`src/rtl/cp_sup_pkg.sv`:
```
package cp_sup_pkg;
  typedef enum logic [1:0] {
    PM_1X   = 2'd0,
    PM_1P5X = 2'd1,
    PM_2X   = 2'd2
  } pmode_e;
endpackage

```
`src/rtl/cp_float_guard.sv`:
```
module cp_float_guard #(
  parameter int NSINK = 4
) (
  input  logic             clk,
  input  logic             en,
  input  logic [NSINK-1:0] sw_en,
  input  logic             sw_wr,
  input  logic [NSINK-1:0] open_det,
  input  logic             otp,
  output logic [NSINK-1:0] sink_on
);
  logic [NSINK-1:0] fault_q, fault_d, clr, setv, on_d;

  always_comb begin
    clr     = sw_wr ? ~sw_en : '0;
    setv    = sw_en & open_det & {NSINK{~otp}};
    fault_d = (fault_q | setv) & ~clr;
    on_d    = sw_en & ~fault_d & {NSINK{~otp}};
  end

  always_ff @(posedge clk or negedge en) begin
    if (!en) begin
      fault_q <= '0;
      sink_on <= '0;
    end else begin
      fault_q <= fault_d;
      sink_on <= on_d;
    end
  end

  for (genvar g = 0; g < NSINK; g++) begin : g_chk
    // a latched sink is never driven
    p_fault_masks_r6: assert property (@(posedge clk) disable iff (!en)
      fault_q[g] |-> !sink_on[g]);
    // only a write clears a latched fault
    p_fault_sticky_r7: assert property (@(posedge clk) disable iff (!en)
      (fault_q[g] && !sw_wr) |=> fault_q[g]);
  end
endmodule

```
`src/rtl/cp_mode_fsm.sv`:
```
module cp_mode_fsm
  import cp_sup_pkg::*;
#(
  parameter int NSINK = 4,
  parameter int DWELL = 8
) (
  input  logic             clk,
  input  logic             en,
  input  logic [NSINK-1:0] sink_on,
  input  logic [NSINK-1:0] hd_low,
  input  logic [NSINK-1:0] hd_rec,
  input  logic             sleep_req,
  input  logic             otp,
  output pmode_e           mode_q,
  output pmode_e           mode_d
);
  localparam int DW_W = $clog2(DWELL + 1);
  localparam logic [DW_W-1:0] RELOAD = DW_W'(DWELL - 1);

  logic [DW_W-1:0] dwell_q, dwell_d;
  logic up, rec;

  always_comb begin
    up  = |(sink_on & hd_low);
    rec = (|sink_on) && (&(hd_rec | ~sink_on));
    mode_d  = mode_q;
    dwell_d = dwell_q;
    if (sleep_req) begin
      mode_d  = PM_1X;
      dwell_d = '0;
    end else if (otp) begin
      mode_d  = mode_q;
    end else if (dwell_q != '0) begin
      dwell_d = dwell_q - 1'b1;
    end else if (up && mode_q != PM_2X) begin
      mode_d  = pmode_e'(mode_q + 2'd1);
      dwell_d = RELOAD;
    end else if (rec && !up && mode_q != PM_1X) begin
      mode_d  = pmode_e'(mode_q - 2'd1);
      dwell_d = RELOAD;
    end
  end

  always_ff @(posedge clk or negedge en) begin
    if (!en) begin
      mode_q  <= PM_1X;
      dwell_q <= '0;
    end else begin
      mode_q  <= mode_d;
      dwell_q <= dwell_d;
    end
  end

  // no change while the dwell runs (sleep excepted)
  p_dwell_hold_r2: assert property (@(posedge clk) disable iff (!en)
    (($past(dwell_q) != '0) && !$past(sleep_req)) |-> (mode_q == $past(mode_q)));
  // a step down needs the recovered condition
  p_down_needs_rec_r3: assert property (@(posedge clk) disable iff (!en)
    ((mode_q < $past(mode_q)) && !$past(sleep_req)) |-> $past(rec));
  // the mode never jumps two steps upward
  p_up_one_step_r1: assert property (@(posedge clk) disable iff (!en)
    (mode_q == PM_2X) |-> ($past(mode_q) != PM_1X));
endmodule

```
`src/rtl/cp_pump_gate.sv`:
```
module cp_pump_gate
  import cp_sup_pkg::*;
(
  input  logic   clk,
  input  logic   en,
  input  pmode_e mode_d,
  input  logic   sleep_req,
  input  logic   ovp,
  input  logic   otp,
  output logic   clk_en,
  output logic   sleep
);
  logic clk_en_d;

  always_comb clk_en_d = !sleep_req && !ovp && !otp && (mode_d != PM_1X);

  always_ff @(posedge clk or negedge en) begin
    if (!en) begin
      clk_en <= 1'b0;
      sleep  <= 1'b1;
    end else begin
      clk_en <= clk_en_d;
      sleep  <= sleep_req;
    end
  end

  // asleep means no pumping
  p_sleep_no_clk_r4: assert property (@(posedge clk) disable iff (!en)
    sleep |-> !clk_en);
  // over-voltage halts switching at the next edge
  p_ovp_stops_r5: assert property (@(posedge clk) disable iff (!en)
    ovp |=> !clk_en);
endmodule

```
`src/rtl/cp_supervisor.sv`:
```
module cp_supervisor
  import cp_sup_pkg::*;
#(
  parameter int NSINK = 4,
  parameter int DWELL = 8
) (
  input  logic             clk,
  input  logic             en,
  input  logic [NSINK-1:0] sink_en_i,
  input  logic             sink_en_wr_i,
  input  logic [NSINK-1:0] hdrm_low_i,
  input  logic [NSINK-1:0] hdrm_rec_i,
  input  logic [NSINK-1:0] open_det_i,
  input  logic             ovp_i,
  input  logic             otp_i,
  output logic [1:0]       mode_o,
  output logic             pump_clk_en_o,
  output logic [NSINK-1:0] sink_on_o,
  output logic             sleep_o
);
  logic   sleep_req;
  pmode_e mode_q, mode_d;

  assign sleep_req = (sink_en_i == '0);

  cp_float_guard #(.NSINK(NSINK)) u_guard (
    .clk(clk), .en(en), .sw_en(sink_en_i), .sw_wr(sink_en_wr_i),
    .open_det(open_det_i), .otp(otp_i), .sink_on(sink_on_o)
  );

  cp_mode_fsm #(.NSINK(NSINK), .DWELL(DWELL)) u_mode (
    .clk(clk), .en(en), .sink_on(sink_on_o), .hd_low(hdrm_low_i),
    .hd_rec(hdrm_rec_i), .sleep_req(sleep_req), .otp(otp_i),
    .mode_q(mode_q), .mode_d(mode_d)
  );

  cp_pump_gate u_gate (
    .clk(clk), .en(en), .mode_d(mode_d), .sleep_req(sleep_req),
    .ovp(ovp_i), .otp(otp_i), .clk_en(pump_clk_en_o), .sleep(sleep_o)
  );

  assign mode_o = mode_q;

  // code 3 is never produced
  p_mode_legal_r1: assert property (@(posedge clk) disable iff (!en)
    mode_o != 2'd3);
  // over-temperature blanks every output
  p_otp_blank_r8: assert property (@(posedge clk) disable iff (!en)
    otp_i |=> (sink_on_o == '0 && !pump_clk_en_o));
  // 1x never pumps
  p_unity_idle_r4: assert property (@(posedge clk) disable iff (!en)
    (mode_o == 2'd0) |-> !pump_clk_en_o);
endmodule

```
`config.mk`:
```
export PLATFORM = sky130hd
export DESIGN_NAME = cp_supervisor
export DESIGN_NICKNAME = d
export VERILOG_FILES = /design/src/rtl/cp_sup_pkg.sv /design/src/rtl/cp_float_guard.sv /design/src/rtl/cp_mode_fsm.sv /design/src/rtl/cp_pump_gate.sv /design/src/rtl/cp_supervisor.sv
export SDC_FILE = /design/constraint.sdc
export NUM_CORES = 1
export LEC_CHECK = 0
export BUFFER_PORTS_ARGS = -buffer_cell sky130_fd_sc_hd__buf_2
export CORE_MARGIN = 2
export CORE_UTILIZATION = 45
export CTS_CLUSTER_DIAMETER = 200
export DETAILED_ROUTE_END_ITERATION = 7
export HOLD_SLACK_MARGIN = 0.05
export PLACE_DENSITY = 0.71
export SYNTH_ARGS = -nofsm -noshare
export SYNTH_HDL_FRONTEND = slang
export SYNTH_HIERARCHICAL = 1
export SYNTH_SLANG_ARGS = --single-unit
```
`constraint.sdc`:
```
create_clock -name clk -period 2.05 [get_ports clk]
set_input_delay 0.205 -clock clk [delete_from_list [all_inputs] [get_ports clk]]
set_output_delay 0.205 -clock clk [all_outputs]
set_load 0.01 [all_outputs]
```
==> out/metrics.cfg, run 1 <==
[routing]
vias_per_cell=5.05
dr_total_vias=747
drtPass1Iterations=4
drc=0
wl_um=1800
wl_per_cell_um=12.1
drt.antenna.violating_nets=0
drtIter0Drc=11

[synth]
synth_cells=87
post-synth-top-count-cell=dfrtp_1
synth.net_count=111
mappedNetlistArea_um2=956
synthFlopType=dfrtp_1
synth_seq_cells=16
yosysUniqueCellTypes=35
ys_seq_area_frac=0.420
synth_commonest_cells=dfrtp_1, nor2_1, inv_1
synth-edff-count=0
synth_top_area_frac=0.393
synth_area_leaders=dfrtp_1, nor2_1, ha_1
yosysTopAreaCell=dfrtp_1
synth_warnings=6
synth.avg_cell_area_um2=11.0
synthArstFlopShare=1.00

[die]
io_pins=29
dieArea_mm2=0.00251
core-area_mm2=0.00198
die_h_um=50.1
initial_utilization=0.482
std_cell_rows=16
fp.dieW_um=50.1

[grt]
first_global_vias=737
antenna_found_initial=0
grt_max_degree=17
overflow=0
track_usage=0.164
grt_pass1_wl_um=3120

[placed_design]
port_buffers=28
hpwlAfterDp_um=1360
place.gp.congestion=0.741

[critical_path]
start_kind=flop
cpPeakStageDelay_ns=0.37
crit_path_top_delay_cell=dfrtp_1
arrival_ns=2.12
endpoint_kind=flop
worst-setup-path-type=flop to flop
path_delay_family=compound AO/OA/AOI/OAI gates
required_ns=2.22
path_max_fanout=3
crit_buf_inv=2
crit_chain=inv_1, ha_1, a2111oi_4, nand3_2, buf_4, a31oi_4, mux2_4

[power]
combPwrFrac=0.384
power_frac_seq=0.441
p_leak_nw=0.574
powerDensity_mw_per_mm2=830
power_switching_mw=0.319
p_clk_frac=0.175
netSwitchingFraction=0.327
power_mw=0.974
intPower_mw=0.655
ir_worst_vdd_uv=582

[clock_tree]
htreeDepth=1
clk_pin_slew_worst_paths_ns=0.09
clk_latency_ns=0.28
cts_made_buffers=3
cts-root-buf=clkbuf_4
cts_tree=done
clk_path_buf_depth=2
clkSinkCount=16

[timing]
setup_viol=0
finalCritPeriodShare=0.951
slew_violations=0
period_needed_ns=1.95
maxSlewHeadroom=0.689
tightestPinTransition_ns=0.463
skew_ns=0.00823
hold_violations=0
clock.fmax_mhz=513
holdWs_ns=0.0658

[final_layout]
fin_util=0.592
final_nets=146
drive_above_1_share=0.405
area_delta_synth_final_pct=22.8
diodes=0

[flow_run]
max-cap-violations=0

[status]
status=complete, no violations

[hold_path]
min_path_type=input port to flop

-- layout make-up --
type                       instances  area (um2)
multi-input combinational         60         505
sequential                        16         402
tap                               27        33.8
clock buffer                       4        26.3
inverter                           9        33.8
fill                             176         808
timing repair buffer              32         173
-- repair_timing --
item / CTS / global route
setup buffers: 0 / 1
endpoints found under the setup margin: 0 / 2
hold endpoints to repair: 15 / 0
hold buffers: 1 / 0
gates resized for setup: 0 / 1
-- cell families (layout without fill, tap and decap cells) --
family | count (synthesis) | in the layout | synth area share
and+or+nand+nor | 38 | 38 | 0.257
DFF | 16 | 16 | 0.420
AOI/OAI and AO/OA | 15 | 15 | 0.177
buffers and inverters | 11 | 45 | 0.0550
adders and majority gates | 3 | 3 | 0.0393
muxes | 3 | 3 | 0.0432
xor gates and xnor gates | 1 | 1 | 0.00916
-- cell usage in the layout, fill, tap and decap left out, types with 2 or more instances in the layout --
master / n
a21oi_1: 2
and3_1: 2
buf_2: 28
buf_4: 3
clkbuf_4: 3
dfrtp_1: 15
ha_1: 3
inv_1: 9
mux2_4: 2
nand2_1: 7
nor2_1: 11
nor2b_1: 4
nor3_1: 2
nor4_2: 2
nor4b_2: 2
o221ai_1: 3
-- worst register-to-register path: stages (launching register included) --
cell       delay (ns)
dfrtp_1          0.37
inv_1            0.08
ha_1             0.23
a2111oi_4        0.35
nand3_2          0.13
buf_4            0.17
a31oi_4          0.20
mux2_4           0.32
-- worst paths after layout --
path / endpoint / slack, ns / cells after the start / start
hold reg to reg: u_guard/sink_on[2] / 0.46 / 1 / u_guard/fault_q[2]
setup reg to reg: u_mode/dwell_q[0] / 0.10 / 7 / u_mode/mode_q[0]
max in group asynchronous: u_gate/sleep / 1.41 / 2 / en
min in group asynchronous: u_guard/fault_q[0] / 0.33 / 2 / en
setup / recovery: u_mode/dwell_q[0] / 0.10 / 7 / u_mode/mode_q[0]
hold / removal: u_guard/sink_on[2] / 0.07 / 2 / open_det_i[2]
-- through the flow --
stage	setup slack (ns)	instances	TNS, ns	instance area (um2)
2_1_floorplan	0.0834	87	0	956
3_3_place_gp	0.132	142	0	1130
3_5_place_dp	0.100	142	0	1130
4_1_cts	0.0884	147	0	1160
5_1_grt	-0.0000704	148	-0.0000704	1170
6_report	0.101	148	0	1170
-- power groups by stage --
stage / clock network [mW] / logic (mW) / registers [mW]
4_1_cts: 0.177 / 0.364 / 0.430
6_report: 0.171 / 0.374 / 0.430
2_1_floorplan: 0 / 0.278 / 0.432
3_3_place_gp: 0 / 0.353 / 0.434
3_5_place_dp: 0 / 0.359 / 0.436
5_1_grt: 0.189 / 0.422 / 0.439
-- state kept, by name (all words and copies together) (netlist names) --
register	flops
u_gate/clk_en	1
u_gate/sleep	1
u_guard/fault_q	4
u_guard/sink_on	4
u_mode/dwell_q	4
u_mode/mode_q	2
-- metal layers --
layer	wire length [um]	vias up	global-route usage	share of wire
met5	0	-	0	0
met4	29	0	0.0833	0.016
met3	76	4	0.0212	0.042
met2	843	22	0.257	0.47
met1	846	342	0.221	0.47
li1	-	379	-	-
Note: power is estimated with default switching activity, not from simulation.
==> run 2, diff against run 1 <==
--- a/config.mk
+++ b/config.mk
@@ -6,12 +6,14 @@
 export NUM_CORES = 1
 export LEC_CHECK = 0
 export BUFFER_PORTS_ARGS = -buffer_cell sky130_fd_sc_hd__buf_2
+export CELL_PAD_IN_SITES_DETAIL_PLACEMENT = 0
+export CELL_PAD_IN_SITES_GLOBAL_PLACEMENT = 1
 export CORE_MARGIN = 2
-export CORE_UTILIZATION = 45
+export CORE_UTILIZATION = 38
 export CTS_CLUSTER_DIAMETER = 200
 export DETAILED_ROUTE_END_ITERATION = 7
 export HOLD_SLACK_MARGIN = 0.05
-export PLACE_DENSITY = 0.71
+export PLACE_DENSITY = 0.77
 export SYNTH_ARGS = -nofsm -noshare
 export SYNTH_HDL_FRONTEND = slang
 export SYNTH_HIERARCHICAL = 1
==> run 2 against run 1 <==
Register-to-register slack improved by 0.03 ns. Flip-flop and latch count unchanged. Utilization down 10 points. Cell count grew 2.7%. Clock skew fell by 0.0051 ns. Global-route usage decreased by 0.70 points. Total power increased by 4.5%. Sequential share of layout area shrank 0.50 points. Critical path type unchanged. Largest power group unchanged. Highest routed layer unchanged.
==> out/metrics.cfg, run 2 (synthesis results as in run 1) <==
[hold_path]
worstHoldStart=open_det_i[2]
hold_depth=2
min_path_type=input port to flop

[final_layout]
top_regs=u_guard/fault_q (4), u_guard/sink_on (4), u_mode/dwell_q (4)
design_area_mm2=0.00119
drive_above_1_share=0.410
fill_cells=222
final_nets=147
area_delta_synth_final_pct=24.6
final_common_cell=buf_2
fin_util=0.490
layout.cells.non_filler=152
diodes=0
final_cell_mix=buf_2, dfrtp_1, nor2_1

[grt]
grt_pass1_wl_um=3320
first_global_vias=780
antenna_found_initial=0
grt_max_degree=17
track_usage=0.157
overflow=0

[critical_path]
crit_chain=a22o_1, a221oi_4, nand3_2, a21oi_1, mux2_1, nor2_1, nor4_2
arrival_ns=2.08
path_max_fanout=4
path_delay_family=compound AO/OA/AOI/OAI gates
startpoint=u_guard/sink_on[2]
timing.rr.start=u_guard/sink_on[2]
crit_buf_inv=0
endpoint_kind=flop
cpPeakStageDelay_ns=0.45
reg2reg_depth=7
worstSetupPathDepth=7
required_ns=2.22
crit_path_top_delay_cell=dfrtp_1
worst-setup-path-type=flop to flop
start_kind=flop

[timing]
slew_violations=0
holdWs_ns=0.0778
period_needed_ns=1.92
rsz0062_at_grt=false
hold_violations=0
tns_ns=0
skew_ns=0.00313
tightestPinTransition_ns=0.365
maxSlewHeadroom=0.757
finalCritPeriodShare=0.935
setup_ws_ns=0.134
setup_viol=0
clock.fmax_mhz=522

[flow_run]
max-cap-violations=0

[clock_tree]
cts-root-buf=clkbuf_4
htreeDepth=1
cts_made_buffers=3
clkSinkCount=16
clk_path_buf_depth=2
clk_pin_slew_worst_paths_ns=0.09
clk_latency_ns=0.28
cts_tree=done

[die]
std_cell_rows=18
initial_utilization=0.393
die_h_um=54.2
fp.dieW_um=54.2
io_pins=29
core-area_mm2=0.00243
dieArea_mm2=0.00293

[routing]
drt.antenna.violating_nets=0
drc=0
drtIter0Drc=11
dr_total_vias=769
drtPass1Iterations=4
wl_per_cell_um=13.3
vias_per_cell=5.06
wl_um=2020

[placed_design]
place_ws_ns=0.0942
hpwlAfterDp_um=1540
port_buffers=28
place_area_mm2=0.00114
place.gp.congestion=0.692
dpl.cell_count=146

[status]
status=complete, no violations

[power]
p_leak_nw=0.586
power_mw=1.02
powerDensity_mw_per_mm2=855
ir_worst_vdd_uv=722

run 2: changes by cell type in the layout (fill, tap and decap cells not counted), sizes merged:
cell	delta
buf	+1
run 2: worst paths after layout:
| check | slack (ns) | to |
|---|---|---|
| min | 0.08 | u_guard/sink_on[2] |
| min in group asynchronous | 0.38 | u_guard/fault_q[1] |
| max reg2reg | 0.13 | u_gate/clk_en |
| max in group asynchronous | 1.37 | u_gate/sleep |
| max | 0.13 | u_gate/clk_en |
| min reg2reg | 0.46 | u_guard/sink_on[2] |
run 2: metal layers:
layer  vias to the layer above  GRT usage  part of all wire  wire length (um)
met5                         -          0                 0                 0
met4                         0     0.0625            0.0094                19
met3                         2     0.0167             0.049               100
met2                        19      0.279              0.50              1000
met1                       366      0.193              0.44               896
li1                        382          -                 -                 -
run 2: what timing repair did:
action / 4_1_cts / 5_1_grt
buffers inserted: 0 / 1
endpoints found under the hold margin: 15 / 0
setup endpoints to repair: 0 / 3
hold buffers: 1 / 0
gates resized for setup: 0 / 0
run 2: power by group:
group / leakage (nW) / total, mW / switching, mW / internal, mW
clock: 0.0210 / 0.206 / 0.0981 / 0.108
combinational: 0.362 / 0.383 / 0.178 / 0.205
sequential: 0.203 / 0.429 / 0.0527 / 0.377
total: 0.586 / 1.02 / 0.329 / 0.689
run 2: cell type report:
type / instances / area [um2] / share of cell area
Inverter: 9 / 33.8 / 0.0284
Multi-Input combinational cell: 60 / 502 / 0.421
Tap cell: 30 / 37.5 / 0.0315
Clock buffer: 4 / 36.3 / 0.0305
Timing Repair Buffer: 33 / 180 / 0.151
Sequential cell: 16 / 402 / 0.337
==> run 3, diff against run 2 <==
--- a/config.mk
+++ b/config.mk
@@ -9,12 +9,11 @@
 export CELL_PAD_IN_SITES_DETAIL_PLACEMENT = 0
 export CELL_PAD_IN_SITES_GLOBAL_PLACEMENT = 1
 export CORE_MARGIN = 2
-export CORE_UTILIZATION = 38
+export CORE_UTILIZATION = 37
 export CTS_CLUSTER_DIAMETER = 200
 export DETAILED_ROUTE_END_ITERATION = 7
 export HOLD_SLACK_MARGIN = 0.05
 export PLACE_DENSITY = 0.77
 export SYNTH_ARGS = -nofsm -noshare
 export SYNTH_HDL_FRONTEND = slang
-export SYNTH_HIERARCHICAL = 1
 export SYNTH_SLANG_ARGS = --single-unit
==> run 3 against run 2 <==
Register-to-register slack hardly changed. Highest routed layer unchanged. Largest power group unchanged. Critical path type unchanged. First-iteration DRC count down 45%. Critical path depth is the same. Wire length increased by 3.6%.
==> out/metrics.cfg, run 3 <==
[synth]
synth_area_leaders=dfrtp_1, a21oi_1, inv_1
synth_commonest_cells=dfrtp_1, a21oi_1, inv_1
synthFlopType=dfrtp_1
synthArstFlopShare=1.00
synth_top_area_frac=0.410
post-synth-top-count-cell=dfrtp_1
synth-edff-count=0
synth.avg_cell_area_um2=10.1
synth_cells=91
synth.net_count=115
yosysUniqueCellTypes=35
ys_seq_area_frac=0.439
synth_seq_cells=16
yosysTopAreaCell=dfrtp_1
synth_warnings=0
mappedNetlistArea_um2=916

[critical_path]
path_delay_family=compound AO/OA/AOI/OAI gates
r2r_slack_ns=0.12
crit_path_top_delay_cell=dfrtp_1
path_max_fanout=6
cpPeakStageDelay_ns=0.42
crit_chain=inv_1, ha_1, a2111oi_4, nand3_2, buf_4, a311oi_1, o21a_1
timing.rr.start=u_mode.mode_q[1]
required_ns=2.28
endpoint_kind=flop
reg2reg_depth=7
worst-setup-path-type=flop to flop
crit_buf_inv=2
arrival_ns=2.16
start_kind=flop
r2r_end=u_mode.dwell_q[2]

[hold_path]
min_to=u_guard.sink_on[2]
hold_depth=2
min_path_type=input port to flop
worstHoldStart=open_det_i[2]

[final_layout]
final_nets=154
seq_area_um2=402
final_common_cell=buf_2
drive_above_1_share=0.380
fill_cells=229
final_cell_mix=buf_2, dfrtp_1, a21oi_1
diodes=0
layout.cells.non_filler=159
area_delta_synth_final_pct=29.0
multi_input_area_um2=452
top_regs=u_guard.fault_q (4), u_guard.sink_on (4), u_mode.dwell_q (4)

[die]
std_cell_rows=18
dieArea_mm2=0.00289
core-area_mm2=0.00241
die_h_um=53.8
initial_utilization=0.380
io_pins=29
fp.dieW_um=53.8

[grt]
grt_pass1_wl_um=3310
grt_max_degree=17
first_global_vias=797
antenna_found_initial=0
track_usage=0.163
overflow=0

[routing]
vias_per_cell=5.26
drtIter0Drc=6
drc=0
wl_um=2090
drt.antenna.violating_nets=0
drtPass1Iterations=4
dr_total_vias=836
wl_per_cell_um=13.2

[timing]
period_needed_ns=1.93
setup_ws_ns=0.119
clock.fmax_mhz=518
slew_violations=0
rsz0062_at_grt=false
tns_ns=0
finalCritPeriodShare=0.942
skew_ns=0.00246
setup_viol=0
tightestPinTransition_ns=0.556
hold_violations=0
maxSlewHeadroom=0.626

[clock_tree]
cts_made_buffers=3
cts_tree=done
clk_pin_slew_worst_paths_ns=0.10
clk_latency_ns=0.29
clk_path_buf_depth=2
clkSinkCount=16
cts-root-buf=clkbuf_4
htreeDepth=1
cts-resized-gates=0

[power]
powerDensity_mw_per_mm2=902
p_leak_nw=0.571
ir_worst_vdd_uv=709

[placed_design]
place.gp.congestion=0.770
port_buffers=28
hpwlAfterDp_um=1650
place_ws_ns=0.108
dpl.cell_count=151

[status]
status=complete, no violations

[flow_run]
max-cap-violations=0

## run 3: cell types whose count changed in the layout (fill, tap and decap cells not counted), sizes merged, moves of 3 or more
cell,change
a21oi,+10
nor2,-6
nand2,-4
mux2,-3
nor4,+3
o221ai,-3
## run 3: per-stage QoR
| stage | utilization | hold slack, ns | total power, mW | instance area, um2 |
|---|---|---|---|---|
| floorplan | - | -0.0906 | 0.706 | 916 |
| global placement | 0.462 | 0.139 | 0.826 | 1110 |
| detailed placement | 0.462 | 0.141 | 0.838 | 1110 |
| CTS | 0.481 | 0.0746 | 1.06 | 1160 |
| global route | 0.490 | 0.0724 | 1.15 | 1180 |
| finish | 0.490 | 0.0779 | 1.07 | 1180 |
## run 3: cell type report
class,count,area share
clock buffer,4,0.0307
inverter,12,0.0498
multi-input combinational,62,0.382
sequential,16,0.340
tap,30,0.0318
timing repair buffer,35,0.165
## run 3: per-layer routing
metal,share of wire,routed length (um),GRT usage
met2,0.48,1000,0.283
met3,0.058,121,0.0500
met4,0.0067,14,0.0385
met1,0.46,957,0.195
met5,0,0,0
## run 3: worst max-delay path by stage
stage / startpoint / end / slack (ns) / cells past startpoint
floorplan: u_mode.mode_q[0] / u_mode.mode_q[1] / 0.18 / 6
global placement: u_mode.mode_q[0] / u_mode.mode_q[1] / 0.19 / 6
detailed placement: u_mode.mode_q[0] / u_mode.mode_q[1] / 0.11 / 6
CTS: u_mode.mode_q[0] / u_mode.mode_q[1] / 0.1 / 6
global route: u_mode.mode_q[1] / u_mode.mode_q[1] / 0.04 / 6
finish: u_mode.mode_q[1] / u_mode.dwell_q[2] / 0.12 / 7
## run 3: worst register-to-register path, delay by kind of cell, from the launching register on
family / cells / cell delay [ns]
AO/OA/AOI/OAI: 3 / 0.78
adder cells (fa/ha/maj): 1 / 0.21
buffers and inverters: 2 / 0.26
flip-flops: 1 / 0.42
AND/OR/NAND/NOR: 1 / 0.19
## run 3: timing repair
action,CTS,global route
endpoints found under the hold margin,15,0
setup buffers,0,3
hold buffers,1,0
setup endpoints to repair,0,1
## run 3: report_power, final
| group | internal [mW] | switching (mW) | leakage [nW] |
|---|---|---|---|
| clock network | 0.108 | 0.103 | 0.0210 |
| logic | 0.200 | 0.216 | 0.349 |
| registers | 0.381 | 0.0569 | 0.201 |
| total | 0.689 | 0.376 | 0.571 |
## run 3: cells by family after synthesis
family	synth area share
adders and majority gates	0.0410
buffers and inverters	0.0683
DFF	0.439
AOI/OAI and AO/OA	0.225
and+or+nand+nor	0.227
